`src/rtl/dce_pkg.sv`:
```
package dce_pkg;
    typedef enum logic [1:0] {
        CH_MASKED   = 2'd0,
        CH_ACTIVE   = 2'd1,
        CH_TERMINAL = 2'd2
    } ch_state_e;
endpackage

```
`src/rtl/dce_ctrl.sv`:
```
module dce_ctrl
    import dce_pkg::*;
(
    input  logic clk,
    input  logic rst_n,
    input  logic unmask,
    input  logic xfer_done,
    input  logic cnt_zero,
    input  logic cfg_autoinit,
    output logic fire,
    output logic reload,
    output logic tc_pulse,
    output logic masked
);
    ch_state_e state_q, state_d;

    // state register
    always_ff @(posedge clk or negedge rst_n) begin
        if (!rst_n) state_q <= CH_MASKED;
        else        state_q <= state_d;
    end

    // transitions: ARM, FINISH, REARM, PARK
    always_comb begin
        state_d = state_q;
        unique case (state_q)
            CH_MASKED:   if (unmask) state_d = CH_ACTIVE;
            CH_ACTIVE:   if (xfer_done && cnt_zero) state_d = CH_TERMINAL;
            CH_TERMINAL: state_d = cfg_autoinit ? CH_ACTIVE : CH_MASKED;
            default:     state_d = CH_MASKED;
        endcase
    end

    // outputs
    always_comb begin
        fire     = 1'b0;
        reload   = 1'b0;
        tc_pulse = 1'b0;
        masked   = 1'b0;
        unique case (state_q)
            CH_MASKED:   masked = 1'b1;
            CH_ACTIVE:   fire = xfer_done;
            CH_TERMINAL: begin
                tc_pulse = 1'b1;
                reload   = cfg_autoinit;
            end
            default:     masked = 1'b1;
        endcase
    end


    tc_single_chk: assert property (@(posedge clk) disable iff (!rst_n)
        tc_pulse |=> !tc_pulse);

    tc_park_chk: assert property (@(posedge clk) disable iff (!rst_n)
        (tc_pulse && !cfg_autoinit) |=> masked);

    tc_rearm_chk: assert property (@(posedge clk) disable iff (!rst_n)
        (tc_pulse && cfg_autoinit) |=> !masked);

    mask_hold_chk: assert property (@(posedge clk) disable iff (!rst_n)
        (masked && !unmask) |=> masked);

    masked_no_fire_chk: assert property (@(posedge clk) disable iff (!rst_n)
        masked |-> !fire);
endmodule

```
`src/rtl/dce_count.sv`:
```
module dce_count #(
    parameter int CNT_W = 16
) (
    input  logic             clk,
    input  logic             rst_n,
    input  logic             wr_cnt,
    input  logic [CNT_W-1:0] wdata_cnt,
    input  logic             fire,
    input  logic             reload,
    output logic             cnt_zero,
    output logic [CNT_W-1:0] residue
);
    logic [CNT_W-1:0] cur_q, base_q, cur_d;

    always_comb begin
        if (wr_cnt)      cur_d = wdata_cnt;
        else if (reload) cur_d = base_q;
        else if (fire)   cur_d = cur_q - CNT_W'(1);
        else             cur_d = cur_q;
    end

    always_ff @(posedge clk or negedge rst_n) begin
        if (!rst_n) begin
            cur_q  <= '0;
            base_q <= '0;
        end else begin
            cur_q <= cur_d;
            if (wr_cnt) base_q <= wdata_cnt;
        end
    end

    assign cnt_zero = (cur_q == '0);
    assign residue  = cur_q + CNT_W'(1);


    count_step_chk: assert property (@(posedge clk) disable iff (!rst_n)
        (fire && !wr_cnt && !reload) |=> residue == $past(residue) - CNT_W'(1));

    count_done_chk: assert property (@(posedge clk) disable iff (!rst_n)
        (fire && cnt_zero && !wr_cnt) |=> residue == '0);
endmodule

```
`src/rtl/dce_addr.sv`:
```
module dce_addr #(
    parameter int LOW_W    = 16,
    parameter int PAGE_W   = 8,
    parameter int HPG_W    = 8,
    parameter bit HPAGE_EN = 1'b1,
    localparam int PHYS_W  = HPG_W + PAGE_W + LOW_W
) (
    input  logic              clk,
    input  logic              rst_n,
    input  logic              cfg_word,
    input  logic              wr_addr,
    input  logic [LOW_W-1:0]  wdata_addr,
    input  logic              wr_page,
    input  logic [PAGE_W-1:0] wdata_page,
    input  logic              wr_hpage,
    input  logic [HPG_W-1:0]  wdata_hpage,
    input  logic              fire,
    input  logic              reload,
    output logic [PHYS_W-1:0] bus_addr
);
    logic [LOW_W-1:0]  low_q, low_base, low_d;
    logic [PAGE_W-1:0] page_q, page_base, page_d;
    logic [HPG_W-1:0]  hpg_q;
    logic              hp_en_q;

    logic              low_cy;
    logic [LOW_W-1:0]  low_inc;
    logic [PAGE_W:0]   pg_b_sum;
    logic [PAGE_W-1:0] pg_w_sum;
    logic [PAGE_W-1:0] page_adv;
    logic              pg_cy;
    logic              carry_pg;

    assign {low_cy, low_inc} = {1'b0, low_q} + (LOW_W+1)'(1);
    assign pg_b_sum = {1'b0, page_q} + (PAGE_W+1)'(1);
    assign pg_w_sum = {1'b0, page_q[PAGE_W-1:1]} + PAGE_W'(1);
    assign page_adv = cfg_word ? {pg_w_sum[PAGE_W-2:0], page_q[0]} : pg_b_sum[PAGE_W-1:0];
    assign pg_cy    = cfg_word ? pg_w_sum[PAGE_W-1] : pg_b_sum[PAGE_W];
    assign carry_pg = hp_en_q && low_cy;

    always_comb begin
        if (wr_addr)     low_d = wdata_addr;
        else if (reload) low_d = low_base;
        else if (fire)   low_d = low_inc;
        else             low_d = low_q;
    end

    always_comb begin
        if (wr_page)               page_d = wdata_page;
        else if (reload)           page_d = page_base;
        else if (fire && carry_pg) page_d = page_adv;
        else                       page_d = page_q;
    end

    always_ff @(posedge clk or negedge rst_n) begin
        if (!rst_n) begin
            low_q     <= '0;
            low_base  <= '0;
            page_q    <= '0;
            page_base <= '0;
        end else begin
            low_q  <= low_d;
            page_q <= page_d;
            if (wr_addr) low_base  <= wdata_addr;
            if (wr_page) page_base <= wdata_page;
        end
    end

    generate
        if (HPAGE_EN) begin : g_hpage
            logic [HPG_W-1:0] hpg_r, hpg_base, hpg_d;
            logic             en_r;
            always_comb begin
                if (wr_hpage)                       hpg_d = wdata_hpage;
                else if (reload)                    hpg_d = hpg_base;
                else if (fire && carry_pg && pg_cy) hpg_d = hpg_r + HPG_W'(1);
                else                                hpg_d = hpg_r;
            end
            always_ff @(posedge clk or negedge rst_n) begin
                if (!rst_n) begin
                    hpg_r    <= '0;
                    hpg_base <= '0;
                    en_r     <= 1'b0;
                end else begin
                    hpg_r <= hpg_d;
                    if (wr_hpage) begin
                        hpg_base <= wdata_hpage;
                        en_r     <= 1'b1;
                    end else if (wr_page) begin
                        en_r <= 1'b0;
                    end
                end
            end
            assign hpg_q   = hpg_r;
            assign hp_en_q = en_r;
        end else begin : g_nohpage
            assign hpg_q   = '0;
            assign hp_en_q = 1'b0;
        end
    endgenerate

    assign bus_addr = cfg_word ? {hpg_q, page_q[PAGE_W-1:1], low_q, 1'b0}
                               : {hpg_q, page_q, low_q};


    page_hold_chk: assert property (@(posedge clk) disable iff (!rst_n)
        (fire && !hp_en_q && !wr_page && !wr_hpage && !reload)
        |=> ($stable(page_q) && $stable(hpg_q)));

    word_even_chk: assert property (@(posedge clk) disable iff (!rst_n)
        cfg_word |-> (bus_addr[0] == 1'b0));

    page_carry_chk: assert property (@(posedge clk) disable iff (!rst_n)
        (fire && hp_en_q && !cfg_word && (&low_q) && !wr_page && !wr_hpage && !reload)
        |=> page_q == PAGE_W'($past(page_q) + 1'b1));
endmodule

```
`src/rtl/dma_chan_engine.sv`:
```
module dma_chan_engine #(
    parameter int LOW_W    = 16,
    parameter int PAGE_W   = 8,
    parameter int HPG_W    = 8,
    parameter int CNT_W    = 16,
    parameter bit HPAGE_EN = 1'b1,
    localparam int PHYS_W  = HPG_W + PAGE_W + LOW_W
) (
    input  logic              clk,
    input  logic              rst_n,
    input  logic              cfg_word,
    input  logic              cfg_autoinit,
    input  logic              unmask,
    input  logic              wr_addr,
    input  logic [LOW_W-1:0]  wdata_addr,
    input  logic              wr_cnt,
    input  logic [CNT_W-1:0]  wdata_cnt,
    input  logic              wr_page,
    input  logic [PAGE_W-1:0] wdata_page,
    input  logic              wr_hpage,
    input  logic [HPG_W-1:0]  wdata_hpage,
    input  logic              xfer_done,
    output logic [PHYS_W-1:0] bus_addr,
    output logic              tc_pulse,
    output logic [CNT_W-1:0]  residue,
    output logic              masked
);
    logic fire, reload, cnt_zero;

    dce_ctrl u_ctrl (
        .clk          (clk),
        .rst_n        (rst_n),
        .unmask       (unmask),
        .xfer_done    (xfer_done),
        .cnt_zero     (cnt_zero),
        .cfg_autoinit (cfg_autoinit),
        .fire         (fire),
        .reload       (reload),
        .tc_pulse     (tc_pulse),
        .masked       (masked)
    );

    dce_count #(.CNT_W(CNT_W)) u_count (
        .clk       (clk),
        .rst_n     (rst_n),
        .wr_cnt    (wr_cnt),
        .wdata_cnt (wdata_cnt),
        .fire      (fire),
        .reload    (reload),
        .cnt_zero  (cnt_zero),
        .residue   (residue)
    );

    dce_addr #(
        .LOW_W    (LOW_W),
        .PAGE_W   (PAGE_W),
        .HPG_W    (HPG_W),
        .HPAGE_EN (HPAGE_EN)
    ) u_addr (
        .clk         (clk),
        .rst_n       (rst_n),
        .cfg_word    (cfg_word),
        .wr_addr     (wr_addr),
        .wdata_addr  (wdata_addr),
        .wr_page     (wr_page),
        .wdata_page  (wdata_page),
        .wr_hpage    (wr_hpage),
        .wdata_hpage (wdata_hpage),
        .fire        (fire),
        .reload      (reload),
        .bus_addr    (bus_addr)
    );


    tc_residue_chk: assert property (@(posedge clk) disable iff (!rst_n)
        (tc_pulse && !$past(wr_cnt)) |-> residue == '0);
endmodule

```
`config.mk`:
```
export PLATFORM = sky130hd
export DESIGN_NAME = dma_chan_engine
export DESIGN_NICKNAME = d
export VERILOG_FILES = /design/src/rtl/dce_pkg.sv /design/src/rtl/dce_ctrl.sv /design/src/rtl/dce_count.sv /design/src/rtl/dce_addr.sv /design/src/rtl/dma_chan_engine.sv
export SDC_FILE = /design/constraint.sdc
export NUM_CORES = 1
export LEC_CHECK = 0
export ABC_AREA = 1
export BUFFER_PORTS_ARGS = -buffer_cell sky130_fd_sc_hd__buf_2
export CAP_MARGIN = 20
export CORE_MARGIN = 5
export CORE_UTILIZATION = 38
export CTS_CLUSTER_SIZE = 20
export DETAILED_ROUTE_END_ITERATION = 8
export PLACE_DENSITY_LB_ADDON = 0.08
export SYNTH_ARGS = -nofsm -noshare
export SYNTH_HDL_FRONTEND = slang
export SYNTH_SLANG_ARGS = --single-unit
```
`constraint.sdc`:
```
create_clock -name clk -period 4.9 [get_ports clk]
set_clock_uncertainty 0.2 [all_clocks]
set_input_delay 0.735 -clock clk [delete_from_list [all_inputs] [get_ports clk]]
set_output_delay 0.735 -clock clk [all_outputs]
set_load 0.01 [all_outputs]
```
# Word-level counts from Yosys, hierarchy flattened
# Index checks and enable logic that the tools add are counted.
# totals
register_bits	99
inputBits	58
out_inout_bits	50
word_cells	61
# classes
add_sub_neg	6
n_eq_ne	5
mux	25
n_reduce_logical	14
# op_table
op	count
$mux 16	6
$mux 8	7
$add 16x1->17 const B	1
$mux 17	1
$add 16x1->16 const B	1
$logic_not 16->1	1
$sub 16x1->16 const B	1
$reduce_bool 3->1	4
$add 8x1->9 const B	1
$add 7x1->8 const B	1
$add 8x1->8 const B	1
$mux 1	8
$pmux 2 s3	1
$logic_and 1x1->1	4
$mux 2	2
$reduce_and 2->1	2
$ne 3x1->1 const B	1
$eq 2x1->1 const B	1
$eq 2x2->1 const B	1
$logic_not 2->1	1
$ne 2x1->1 const B	1
$ne 2x2->1 const B	1
$reduce_bool 2->1	1
$reduce_or 2->1	1

# Logic depth before layout (Yosys ltp)
# Gate-level depths: netlist of the first run.
# depth
depth_word	7
depth_mapped	10
mapped_depth_nobuf	10

# Modules after synthesis
# A second synthesis of the first run with hierarchy kept.
# unflattened
hier_cells	920
hier_area_um2	6349.8
# modules_own_cells
mod	n_inst	cells_per_inst	area_per_inst_um2	seq_area_each_um2
dce_addr	1	572	3961.3	1626.6
dce_count	1	320	2189.6	800.8
dce_ctrl	1	28	198.9	50.0

# Least setup slack after synthesis of the first run
# OpenSTA, ideal clock, no wires.
# synth_path
path_kind	input to output
start	input port cfg_word
end	output port bus_addr[10]
t_arrival_ns	1.449
setup_slack_ns	2.516
path_stages	4
n_path_buf	2
path_cell_list	clkbuf_1 -> clkbuf_1 -> nand2_1 -> o21ai_0
# synth_via
elab_chain_len	1
# synth_lines
item	line	rtl
start: declaration	dma_chan_engine.sv:11	input logic cfg_word,
$mux 17	dce_addr.sv:102	assign bus_addr = cfg_word ? {hpg_q, page_q[PAGE_W-1:1], low_q, 1'b0}
end: declaration	dma_chan_engine.sv:23	output logic [PHYS_W-1:0] bus_addr,
# No other way between the ends.

# Worst setup path after layout of the first run
# layout_path
start	register u_ctrl.state_q[0]
end	register u_count.cur_q[4]
# layout_via
elab_chain_len	4
elab_cells_between_ends	7
classes_between	eq/ne (2); mux (4); reduce/logical (1)
# layout_lines
item	line	rtl
start: declaration	dce_ctrl.sv:15	ch_state_e state_q, state_d;
start signal: assignment	dce_ctrl.sv:20	else state_q <= state_d;
$eq 2x2->1	dce_ctrl.sv:40	unique case (state_q)
$mux 1	dce_ctrl.sv:40	
$mux 16	dce_count.sv:17	else if (reload) cur_d = base_q;
$mux 16	dce_count.sv:16	if (wr_cnt) cur_d = wdata_cnt;
end signal: assignment	dce_count.sv:27	cur_q <= cur_d;
end: declaration	dce_count.sv:13	logic [CNT_W-1:0] cur_q, base_q, cur_d;
# Parallel ways exist; a longest one is shown, timed or not.
# A chain may end at the register's enable or synchronous reset.

==> results of run 1 <==
## kinds of logic after synthesis
kind of cell / share of synthesized area
simple gates: 0.327
compound gates: 0.136
buf+inv: 0.106
flops: 0.383
xor+xnor: 0.0257
fa+ha+maj: 0.0213
## worst reg2reg max path: stages (launching register included)
cell and delay [ns]:
sky130_fd_sc_hd__dfrtp_1 0.42, sky130_fd_sc_hd__inv_1 0.10, sky130_fd_sc_hd__ha_1 0.27, sky130_fd_sc_hd__nand2_2 0.08, sky130_fd_sc_hd__inv_2 0.72, sky130_fd_sc_hd__nor2_1 0.09
sky130_fd_sc_hd__nand2_1 0.71, sky130_fd_sc_hd__inv_1 0.22, sky130_fd_sc_hd__nand2_1 0.11, sky130_fd_sc_hd__nand2_1 0.05
## layout make-up
cell class,instances,area (um2)
fillers,1766,9250
multi-input cells,678,3300
flip-flops and latches,99,2480
repair buffers,112,596
inverters,118,443
well taps,220,275
clock buffers,11,253
clock inverters,4,50.0
## power by group
part,switching (mW),internal [mW]
Sequential,0.312,1.01
Clock,0.312,0.420
Combinational,0.917,0.544
## cell usage in the layout (no fill, tap or decap), types with 5 or more instances in the layout
master	instances
sky130_fd_sc_hd__xor2_1	17
sky130_fd_sc_hd__ha_1	11
sky130_fd_sc_hd__nor2_1	91
sky130_fd_sc_hd__nand2_1	274
sky130_fd_sc_hd__inv_2	5
sky130_fd_sc_hd__nor2_2	8
sky130_fd_sc_hd__buf_4	5
sky130_fd_sc_hd__clkbuf_16	9
sky130_fd_sc_hd__o21ai_1	5
sky130_fd_sc_hd__a21oi_1	66
sky130_fd_sc_hd__o21ai_0	81
sky130_fd_sc_hd__inv_1	112
sky130_fd_sc_hd__a31oi_1	9
sky130_fd_sc_hd__nor2_4	5
sky130_fd_sc_hd__nand4_1	21
sky130_fd_sc_hd__buf_2	106
sky130_fd_sc_hd__dfrtp_1	99
sky130_fd_sc_hd__nand3_1	60
## metal layers
metal | GRT usage | up-vias | wire (um)
met3 | 0.0467 | 16 | 883
met1 | 0.256 | 2729 | 8500
li1 | - | 3156 | -
met4 | 0.0418 | 0 | 233
met5 | 0 | - | 0
met2 | 0.283 | 119 | 7770
## cell usage after synthesis (2+ instances only)
| cell type | n | share of area |
|---|---|---|
| sky130_fd_sc_hd__inv_2 | 5 | 0.0029 |
| sky130_fd_sc_hd__nand3_1 | 60 | 0.046 |
| sky130_fd_sc_hd__o21ai_0 | 81 | 0.063 |
| sky130_fd_sc_hd__nor2_4 | 5 | 0.0087 |
| sky130_fd_sc_hd__a21oi_1 | 66 | 0.051 |
| sky130_fd_sc_hd__clkbuf_1 | 21 | 0.012 |
| sky130_fd_sc_hd__dfrtp_1 | 99 | 0.38 |
| sky130_fd_sc_hd__nand4_1 | 21 | 0.020 |
| sky130_fd_sc_hd__nand2_1 | 274 | 0.16 |
| sky130_fd_sc_hd__nand2_2 | 4 | 0.0039 |
| sky130_fd_sc_hd__xor2_1 | 17 | 0.023 |
| sky130_fd_sc_hd__nand3_4 | 2 | 0.0054 |
| sky130_fd_sc_hd__nor2_2 | 8 | 0.0077 |
| sky130_fd_sc_hd__buf_1 | 5 | 0.0029 |
| sky130_fd_sc_hd__nand3b_1 | 3 | 0.0035 |
| sky130_fd_sc_hd__o21ai_1 | 5 | 0.0039 |
| sky130_fd_sc_hd__inv_1 | 112 | 0.065 |
| sky130_fd_sc_hd__buf_4 | 9 | 0.010 |
| sky130_fd_sc_hd__nand2_4 | 3 | 0.0052 |
| sky130_fd_sc_hd__ha_1 | 11 | 0.021 |
| sky130_fd_sc_hd__buf_2 | 11 | 0.0085 |
| sky130_fd_sc_hd__nor2_1 | 91 | 0.053 |
| sky130_fd_sc_hd__o211ai_1 | 4 | 0.0046 |
| sky130_fd_sc_hd__nand3_2 | 2 | 0.0031 |
| sky130_fd_sc_hd__a31oi_1 | 9 | 0.0087 |
| sky130_fd_sc_hd__a21oi_2 | 2 | 0.0027 |
| sky130_fd_sc_hd__xnor2_1 | 2 | 0.0027 |
## flip-flops by register name (all words and copies together) (netlist names)
name	cells
u_count.base_q	16
u_ctrl.state_q	2
u_addr.g_hpage.hpg_base	8
u_addr.g_hpage.hpg_r	8
u_addr.page_base	8
u_addr.g_hpage.en_r	1
u_addr.low_base	16
u_count.cur_q	16
u_addr.low_q	16
u_addr.page_q	8
## how the worst max path moves through the flow
stage	cells after the start	to	slack [ns]
after floorplan	4	bus_addr[10]	2.52
after global placement	8	u_count.cur_q[4]$_DFFE_PN0P_	1.77
after detailed placement	8	u_addr.low_q[8]$_DFFE_PN0P_	1.74
after CTS	9	u_count.cur_q[7]$_DFFE_PN0P_	1.75
after global routing	9	u_count.cur_q[4]$_DFFE_PN0P_	1.43
final	9	u_count.cur_q[4]$_DFFE_PN0P_	1.81
==> reports/qor_table.md, run 1 <==
| Parameter | Reported |
|:---|:---|
| Post-layout power | 3.52 mW |
| Count of buffering cells on the critical path with inverters included | 3 |
| Most used DFF post-synth | sky130_fd_sc_hd__dfrtp_1 |
| Final wirelength | 17,400 um |
| H-tree levels | 3 |
| Min Tclk post-route | 3.09 ns |
| Iteration count of the initial detailed-routing pass | 5 |
| Starting density of the core | 0.388 |
| CTS tree | built |
| Clock network latency to the later pin of the worst-skew pair | 0.35 ns |
| Kind of cell adding the most delay to the critical path | buffers and inverters |
| Post-synth ARST share | 1.00 |
| Number of global-route vias before repair | 5,804 |
| Critical register-to-register path startpoint | u_ctrl.state_q[0]$_DFFE_PN0P_ |
| Area overhead of the layout relative to synthesis | 14.4% |
| Setup Buffers After CTS | 0 |
| Worst setup timing slack at the placement stage | 1.74 ns |
| Pin count of the biggest net entering global routing | 56 |
| Row count | 47 |
| Maximum achievable frequency | 0.324 GHz |
| #FFs+latches synth | 99 |
| Register-to-register path setup slack | 1.81 ns |
| Type of the worst setup path | reg -> reg |
| Antenna Nets Post-Route | 0 |
| Seq/Total Area, Yosys | 0.383 |
| Global route total overflow | 0 |
| Cell count after synthesis | 943 |
| Tcrit/Tclk final | 0.631 |
| Final GP Congestion | 0.864 |
| HPWL reported at the end of detailed placement | 12,600 um |
| Placed instance area | 7060 um2 |
| DR WL/cell | 14.0 um |
| Number of cells upsized or downsized after cts | 0 |
| Depth of the most critical reg-to-reg path | 9 |
| Setup crit end kind | register |
| Die width | 140 um |
| Global-route wire length before repair | 29,800 um |
| Top-Level Pins | 108 |
| RSZ-0062 raised after global routing | false |
| Synth Net Count | 1,012 |
| Leakage component of the power | 3.94 nW |
| Max-cap violation count | 0 |
| Core utilization of the finished layout | 0.444 |
| Yosys warning count | 0 |
| Drt first-iter violations | 372 |
| Clock-pin slew on the worst setup and hold paths | 0.07 ns |
| Crit-path max FO | 55 |
| Most frequent cell on the critical path | sky130_fd_sc_hd__nand2_1 |
| Via density per instance | 4.85 |
| Max-slew violation count | 0 |
| Final critical-path setup slack | 1.81 ns |
| TNS Setup | 0 ns |
| Cell at the slowest stage of the critical path | sky130_fd_sc_hd__inv_2 |
| Total clock buffers created by CTS | 9 |
| Number of diodes | 0 |
| Slew of the pin with the lowest slew margin | 0.991 ns |
| Critical path origin | u_ctrl.state_q[0]$_DFFE_PN0P_ |
| Port-buffer cells | 107 |
| Die Y | 140 um |
| Relative slew slack | 0.339 |
| Core region area | 16,600 um2 |
| Run status | complete, no violations |
| Type of origin of the critical path | register |
| Hold violation count in the final report | 0 |
| Worst reg2reg endpoint | u_count.cur_q[4]$_DFFE_PN0P_ |
| Antenna violations before repair | 0 |
| Post-CTS Hold Fix Bufs | 0 |
| Power density of the placed cells | 476 nW/um2 |
| Final design area excluding fillers | 7390 um2 |
| Largest stage delay on the critical path | 0.72 ns |
| Number of DRC violations after detailed routing | 0 |
| Nets | 1,087 |
| Fraction of layout cells with a size suffix above 1 | 0.159 |
| Post-Synthesis Mean Instance Area | 6.86 um2 |
| Path category of the worst min-delay check | in -> async |
| Master cell of the clock root buffer | sky130_fd_sc_hd__clkbuf_16 |
| Post-route insts no fill | 1,242 |
| Sinks on the clock net | 99 |
| Data required time of the critical path | 4.93 ns |
| Crit-path cells | inv_1, ha_1, nand2_2, inv_2, nor2_1, nand2_1, inv_1, nand2_1, nand2_1 |
| Overall routing resource usage | 0.182 |
| Arrival time reported for the critical path endpoint | 3.12 ns |
| Worst VDD drop | 195 uV |
| Maximum clock insertion buffer count | 2 |
| Hold Worst Slack | 0.106 ns |
| Via Count | 6,020 |
| Count of placed standard cells including taps | 1,226 |
| Post-synthesis cell type count | 38 |
| Die ar. | 19,700 um2 |
| EDFF count, synth | 0 |
| Netlist area before placement | 6460 um2 |
| Setup Viol. Count Final | 0 |
Note: power is estimated with default switching activity, not from simulation.
==> run 2: changes to the inputs <==
Clock period 4.9 ns to 3.2 ns, I/O delays scaled along.
==> reports/qor_table.md, run 2 (synthesis results as in run 1) <==
| Parameter | Reported |
|:---|:---|
| Min Tclk post-route | 2.57 ns |
| Starting density of the core | 0.388 |
| Setup Viol. Count Final | 0 |
| Critical path origin | u_count.cur_q[2]$_DFFE_PN0P_ |
| Via density per instance | 4.84 |
| Path category of the worst min-delay check | in -> async |
| Post-layout power | 5.37 mW |
| TNS Setup | 0 ns |
| Die width | 140 um |
| Die ar. | 19,700 um2 |
| RSZ-0062 raised after global routing | false |
| Max-slew violation count | 0 |
| Crit-path max FO | 7 |
| Final GP Congestion | 0.824 |
| Run status | complete, no violations |
| Core region area | 16,600 um2 |
| Leakage component of the power | 3.96 nW |
| Tcrit/Tclk final | 0.802 |
| Clock-pin slew on the worst setup and hold paths | 0.07 ns |
| Row count | 47 |
| Master cell of the clock root buffer | sky130_fd_sc_hd__clkbuf_16 |
| Global route total overflow | 0 |
| Relative slew slack | 0.478 |
| Type of origin of the critical path | register |
| Number of cells upsized or downsized after cts | 0 |
| Clock network latency to the later pin of the worst-skew pair | 0.35 ns |
| H-tree levels | 3 |
| Worst VDD drop | 293 uV |
| Setup Buffers After CTS | 0 |
| Post-CTS Hold Fix Bufs | 0 |
| Hold Worst Slack | 0.00427 ns |
| Area overhead of the layout relative to synthesis | 14.5% |
| Hold violation count in the final report | 0 |
| Sinks on the clock net | 99 |
| Maximum clock insertion buffer count | 2 |
| Power density of the placed cells | 726 nW/um2 |
| Endpoint of the worst setup timing path | residue[15] |
| Type of the worst setup path | reg -> out |
| CTS tree | built |
| Fillers | 1,785 |
| Register-to-register path setup slack | 1.01 ns |
| Placed instance area | 7110 um2 |
| Pin count of the biggest net entering global routing | 57 |
| Critical register-to-register path startpoint | u_ctrl.state_q[0]$_DFFE_PN0P_ |
| Drt first-iter violations | 371 |
| Top library cells by usage in the layout, fill and taps aside | sky130_fd_sc_hd__nand2_1 (274), sky130_fd_sc_hd__inv_1 (112), sky130_fd_sc_hd__buf_2 (106) |
| Final design area excluding fillers | 7400 um2 |
| Antenna Nets Post-Route | 0 |
| Number of diodes | 0 |
| Fraction of layout cells with a size suffix above 1 | 0.162 |
| Port-buffer cells | 107 |
| Global-route wire length before repair | 29,300 um |
| Nets | 1,092 |
| Data required time of the critical path | 2.52 ns |
| Total clock buffers created by CTS | 9 |
| Maximum achievable frequency | 0.390 GHz |
| Slew of the pin with the lowest slew margin | 0.783 ns |
| Worst reg2reg endpoint | u_addr.low_q[10]$_DFFE_PN0P_ |
| Via Count | 6,041 |
| Leading cell type in the layout, fill and taps excluded | sky130_fd_sc_hd__nand2_1 |
| Top-Level Pins | 108 |
| Arrival time reported for the critical path endpoint | 1.89 ns |
| Iteration count of the initial detailed-routing pass | 4 |
| Max-cap violation count | 0 |
| DR WL/cell | 14.0 um |
| Final wirelength | 17,500 um |
| Final critical-path setup slack | 0.633 ns |
| Worst setup timing slack at the placement stage | 0.879 ns |
| Overall routing resource usage | 0.181 |
| Antenna violations before repair | 0 |
| Number of DRC violations after detailed routing | 0 |
| Number of global-route vias before repair | 5,695 |
| Setup crit end kind | output port |
| HPWL reported at the end of detailed placement | 12,800 um |
| Die Y | 140 um |
| Depth of the most critical reg-to-reg path | 10 |
[run 2: cell types whose count changed in the layout (fill, tap and decap cells not counted), sizes merged]
cell | previous run | this run
buf | 112 | 117
clkbuf | 11 | 12
[run 2: worst min-delay path by stage]
stage | cells past startpoint | from | end | slack [ns]
floorplan | 0 | rst_n | u_addr.g_hpage.en_r$_DFFE_PN0P_ | -0.02
global placement | 2 | u_addr.g_hpage.hpg_base[1]$_DFFE_PN0P_ | u_addr.g_hpage.hpg_base[1]$_DFFE_PN0P_ | 0.25
detailed placement | 2 | u_addr.low_base[5]$_DFFE_PN0P_ | u_addr.low_base[5]$_DFFE_PN0P_ | 0.26
CTS | 1 | rst_n | u_addr.page_base[4]$_DFFE_PN0P_ | 0.03
global route | 1 | rst_n | u_addr.page_base[4]$_DFFE_PN0P_ | 0.07
finish | 1 | rst_n | u_addr.page_base[4]$_DFFE_PN0P_ | 0.004
[run 2: final cells by class]
cell class | count | area (um2) | share of cell area
well taps | 220 | 275 | 0.0372
flip-flops and latches | 99 | 2480 | 0.335
multi-input cells | 678 | 3300 | 0.446
inverters | 118 | 443 | 0.0598
repair buffers | 117 | 613 | 0.0828
clock buffers | 12 | 246 | 0.0333
clock inverters | 4 | 50.0 | 0.00676
[run 2: stage by stage]
step	utilization	std cells
2_1_floorplan	-	943
3_3_place_gp	0.427	1232
3_5_place_dp	0.427	1232
4_1_cts	0.445	1248
5_1_grt	0.445	1248
6_report	0.445	1248
[run 2: where the power goes]
group	total [mW]	switching (mW)	leakage (nW)	internal (mW)
registers	2.02	0.466	1.18	1.55
clock network	1.13	0.499	0.139	0.628
logic	2.23	1.40	2.63	0.828
[run 2: critical path, cell delays in order (launching register included)]
cell and delay, ns:
sky130_fd_sc_hd__dfrtp_1 0.51, sky130_fd_sc_hd__nand3_1 0.16, sky130_fd_sc_hd__nor2_1 0.15, sky130_fd_sc_hd__nand2_1 0.12, sky130_fd_sc_hd__nor2_2 0.18, sky130_fd_sc_hd__nand4_1 0.12
sky130_fd_sc_hd__xor2_1 0.16, sky130_fd_sc_hd__buf_2 0.14
[run 2: metal layers]
metal / track usage / routed length, um
met5: 0 / 0
met4: 0.0464 / 165
met3: 0.0303 / 744
met2: 0.283 / 7900
met1: 0.261 / 8720
==> run 3: changes to the inputs <==
Settings changed: ABC_AREA 1 to 0.
Clock period 3.2 ns to 2.45 ns, I/O delays scaled along.
==> reports/qor_table.md, run 3 <==
| Parameter | Reported |
|:---|:---|
| Clock network latency to the later pin of the worst-skew pair | 0.35 ns |
| Setup crit end kind | output port |
| HPWL reported at the end of detailed placement | 12,200 um |
| Most repeated cell in the gate-level netlist after synthesis | sky130_fd_sc_hd__dfrtp_1 |
| Top-Level Pins | 108 |
| Global-route wire length before repair | 27,300 um |
| Global route total overflow | 0 |
| Tcrit/Tclk final | 0.967 |
| Leading cell type in the layout, fill and taps excluded | sky130_fd_sc_hd__buf_2 |
| Relative slew slack | 0.690 |
| Min Tclk post-route | 2.37 ns |
| Largest area contributor in the synthesized netlist | sky130_fd_sc_hd__dfrtp_1 |
| Arrival time reported for the critical path endpoint | 1.80 ns |
| Power density of the placed cells | 866 nW/um2 |
| Core utilization of the finished layout | 0.470 |
| Simple logic cell fraction of the synthesized area | 0.178 |
| Antenna Nets Post-Route | 0 |
| Post-route insts no fill | 952 |
| Path category of the worst min-delay check | in -> reg |
| Post-synth ARST share | 1.00 |
| Final GP Congestion | 0.796 |
| Run status | complete, no violations |
| Worst reg2reg endpoint | u_count.cur_q[12]$_DFFE_PN0P_ |
| Register-to-register path setup slack | 0.09 ns |
| Maximum achievable frequency | 0.422 GHz |
| Synth Area in Compound Gates | 0.183 |
| Max-slew violation count | 0 |
| Overall routing resource usage | 0.185 |
| Antenna violations before repair | 0 |
| Number of global-route vias before repair | 5,223 |
| Type of the worst setup path | reg -> out |
| Top cells by area in the synthesized netlist | sky130_fd_sc_hd__dfrtp_1 (42%), sky130_fd_sc_hd__mux2_2 (8.6%), sky130_fd_sc_hd__nand2_1 (5.0%) |
| RSZ-0062 raised after global routing | true |
| Area overhead of the layout relative to synthesis | 20.9% |
| Multiplexer share of the synthesized area | 0.0925 |
| CTS tree | built |
| Endpoint, Worst Hold | u_addr.low_base[9]$_DFFE_PN0P_ |
| Top library cells by usage in the layout, fill and taps aside | sky130_fd_sc_hd__buf_2 (106), sky130_fd_sc_hd__dfrtp_1 (95), sky130_fd_sc_hd__nand2_1 (77) |
| Iteration count of the initial detailed-routing pass | 5 |
| Post-layout power | 6.19 mW |
| Post-synthesis cell type count | 59 |
| Depth of the most critical reg-to-reg path | 7 |
| Starting density of the core | 0.389 |
| Worst VDD drop | 405 uV |
| Final design area excluding fillers | 7140 um2 |
| Core region area | 15,200 um2 |
| H-tree levels | 3 |
| Worst hold start | wdata_addr[9] |
| Hold violation count in the final report | 0 |
| EDFF count, synth | 0 |
| Drt first-iter violations | 327 |
| Hold Path Cell Cnt | 3 |
| Die ar. | 18,100 um2 |
| Hold Worst Slack | 0.0359 ns |
| Main combinational cell family by area after synthesis | compound AO/OA/AOI/OAI gates |
| Cell count after synthesis | 643 |
| Synth Area in Adders | 0.0233 |
| Port-buffer cells | 107 |
| Maximum clock insertion buffer count | 2 |
| Leakage component of the power | 3.25 nW |
| Row count | 45 |
| Die width | 135 um |
| Nets | 828 |
| Most used DFF post-synth | sky130_fd_sc_hd__dfrtp_1 |
| Top-area cell type share of the netlist area | 0.419 |
| Yosys warning count | 0 |
| Total clock buffers created by CTS | 9 |
| Number of diodes | 0 |
| #FFs+latches synth | 99 |
| Netlist area before placement | 5910 um2 |
| Final wirelength | 16,500 um |
| Die Y | 135 um |
| Post-Synthesis Mean Instance Area | 9.19 um2 |
| Number of DRC violations after detailed routing | 0 |
| Xor-xnor portion of the synthesized cell area | 0.0474 |
| Master cell of the clock root buffer | sky130_fd_sc_hd__clkbuf_16 |
| Top cell types by occurrence after synthesis | sky130_fd_sc_hd__dfrtp_1 (99), sky130_fd_sc_hd__nand2_1 (78), sky130_fd_sc_hd__mux2_2 (45) |
| Type of origin of the critical path | register |
| Synth Net Count | 712 |
| Via Count | 5,183 |
| Max-cap violation count | 0 |
| Pin count of the biggest net entering global routing | 43 |
| Crit-path max FO | 5 |
| Count of placed standard cells including taps | 934 |
| Setup Viol. Count Final | 0 |
| Data required time of the critical path | 1.88 ns |
| Clock-pin slew on the worst setup and hold paths | 0.07 ns |
| Slew of the pin with the lowest slew margin | 0.465 ns |
| Via density per instance | 5.44 |
| Fraction of layout cells with a size suffix above 1 | 0.305 |
| Fillers | 1,484 |
| DR WL/cell | 17.3 um |
| Seq/Total Area, Yosys | 0.419 |
| Placed instance area | 6810 um2 |
| Critical register-to-register path startpoint | u_count.cur_q[0]$_DFFE_PN0P_ |
| Sinks on the clock net | 99 |
-- run 3: cell count changes in the layout (fill, tap and decap cells not counted), moves of 37 or more --
cell                      change
sky130_fd_sc_hd__nand2_1    -197
sky130_fd_sc_hd__inv_1       -88
sky130_fd_sc_hd__nor2_1      -53
sky130_fd_sc_hd__mux2_2      +45
sky130_fd_sc_hd__nand3_1     -37
sky130_fd_sc_hd__o21ai_0     -37
-- run 3: logic make-up (layout without fill, tap and decap cells) --
family | count (synthesis) | after routing
compound gates | 161 | 161
mux | 49 | 49
flops | 99 | 99
buf+inv | 76 | 197
xor+xnor | 32 | 32
fa+ha+maj | 11 | 11
simple gates | 215 | 215
-- run 3: per-stage QoR --
stage	setup slack (ns)	TNS (ns)
2_1_floorplan	0.0946	0
3_3_place_gp	0.141	0
3_5_place_dp	0.0432	0
4_1_cts	0.0128	0
5_1_grt	-0.0523	-0.102
6_report	0.0811	0
-- run 3: report_power, final --
group / total (mW) / internal (mW) / switching, mW / leakage [nW]
Clock: 1.36 / 0.743 / 0.619 / 0.137
Sequential: 2.35 / 1.97 / 0.385 / 1.19
Combinational: 2.48 / 1.14 / 1.34 / 1.92
-- run 3: layout make-up --
| type | count | area (um2) | area share |
|---|---|---|---|
| Multi-Input combinational cell | 468 | 3130 | 0.439 |
| Timing Repair Buffer | 156 | 925 | 0.129 |
| Tap cell | 188 | 235 | 0.0329 |
| Inverter | 25 | 93.8 | 0.0131 |
| Clock inverter | 2 | 10.0 | 0.00140 |
| Clock buffer | 14 | 264 | 0.0370 |
| Sequential cell | 99 | 2480 | 0.348 |
-- run 3: layer usage --
layer / share of wire / global-route usage
met1: 0.46 / 0.246
met2: 0.49 / 0.310
met3: 0.041 / 0.0414
met4: 0.012 / 0.0424
met5: 0 / 0
-- run 3: how the worst max path moves through the flow --
| stage | slack, ns | depth (start not counted) | endpoint | from |
|---|---|---|---|---|
| 4_1_cts | 0.01 | 6 | residue[9] | u_count.cur_q[3]$_DFFE_PN0P_ |
| 6_report | 0.08 | 7 | residue[14] | u_count.cur_q[8]$_DFFE_PN0P_ |
| 2_1_floorplan | 0.09 | 8 | u_count.cur_q[12]$_DFFE_PN0P_ | u_count.cur_q[0]$_DFFE_PN0P_ |
| 3_3_place_gp | 0.14 | 7 | u_count.cur_q[12]$_DFFE_PN0P_ | u_count.cur_q[0]$_DFFE_PN0P_ |
| 5_1_grt | -0.05 | 7 | u_count.cur_q[12]$_DFFE_PN0P_ | u_count.cur_q[1]$_DFFE_PN0P_ |
| 3_5_place_dp | 0.04 | 8 | u_addr.g_hpage.hpg_r[0]$_DFFE_PN0P_ | u_ctrl.state_q[1]$_DFFE_PN0P_ |
-- run 3: timing repair --
item	in CTS	in global routing
resized for setup	4	13
hold buffers	1	0
buffers inserted	0	1
endpoints found under the setup margin	4	16
hold endpoints to repair	18	0
pin swaps	0	2
-- run 3: critical path, stage by stage, from the launching register on --
cell and delay [ns]:
sky130_fd_sc_hd__dfrtp_1 0.34, sky130_fd_sc_hd__buf_4 0.14, sky130_fd_sc_hd__and4_4 0.24, sky130_fd_sc_hd__and4_4 0.24
sky130_fd_sc_hd__nand2_1 0.07, sky130_fd_sc_hd__nor2_2 0.14, sky130_fd_sc_hd__xor2_1 0.14, sky130_fd_sc_hd__buf_2 0.15
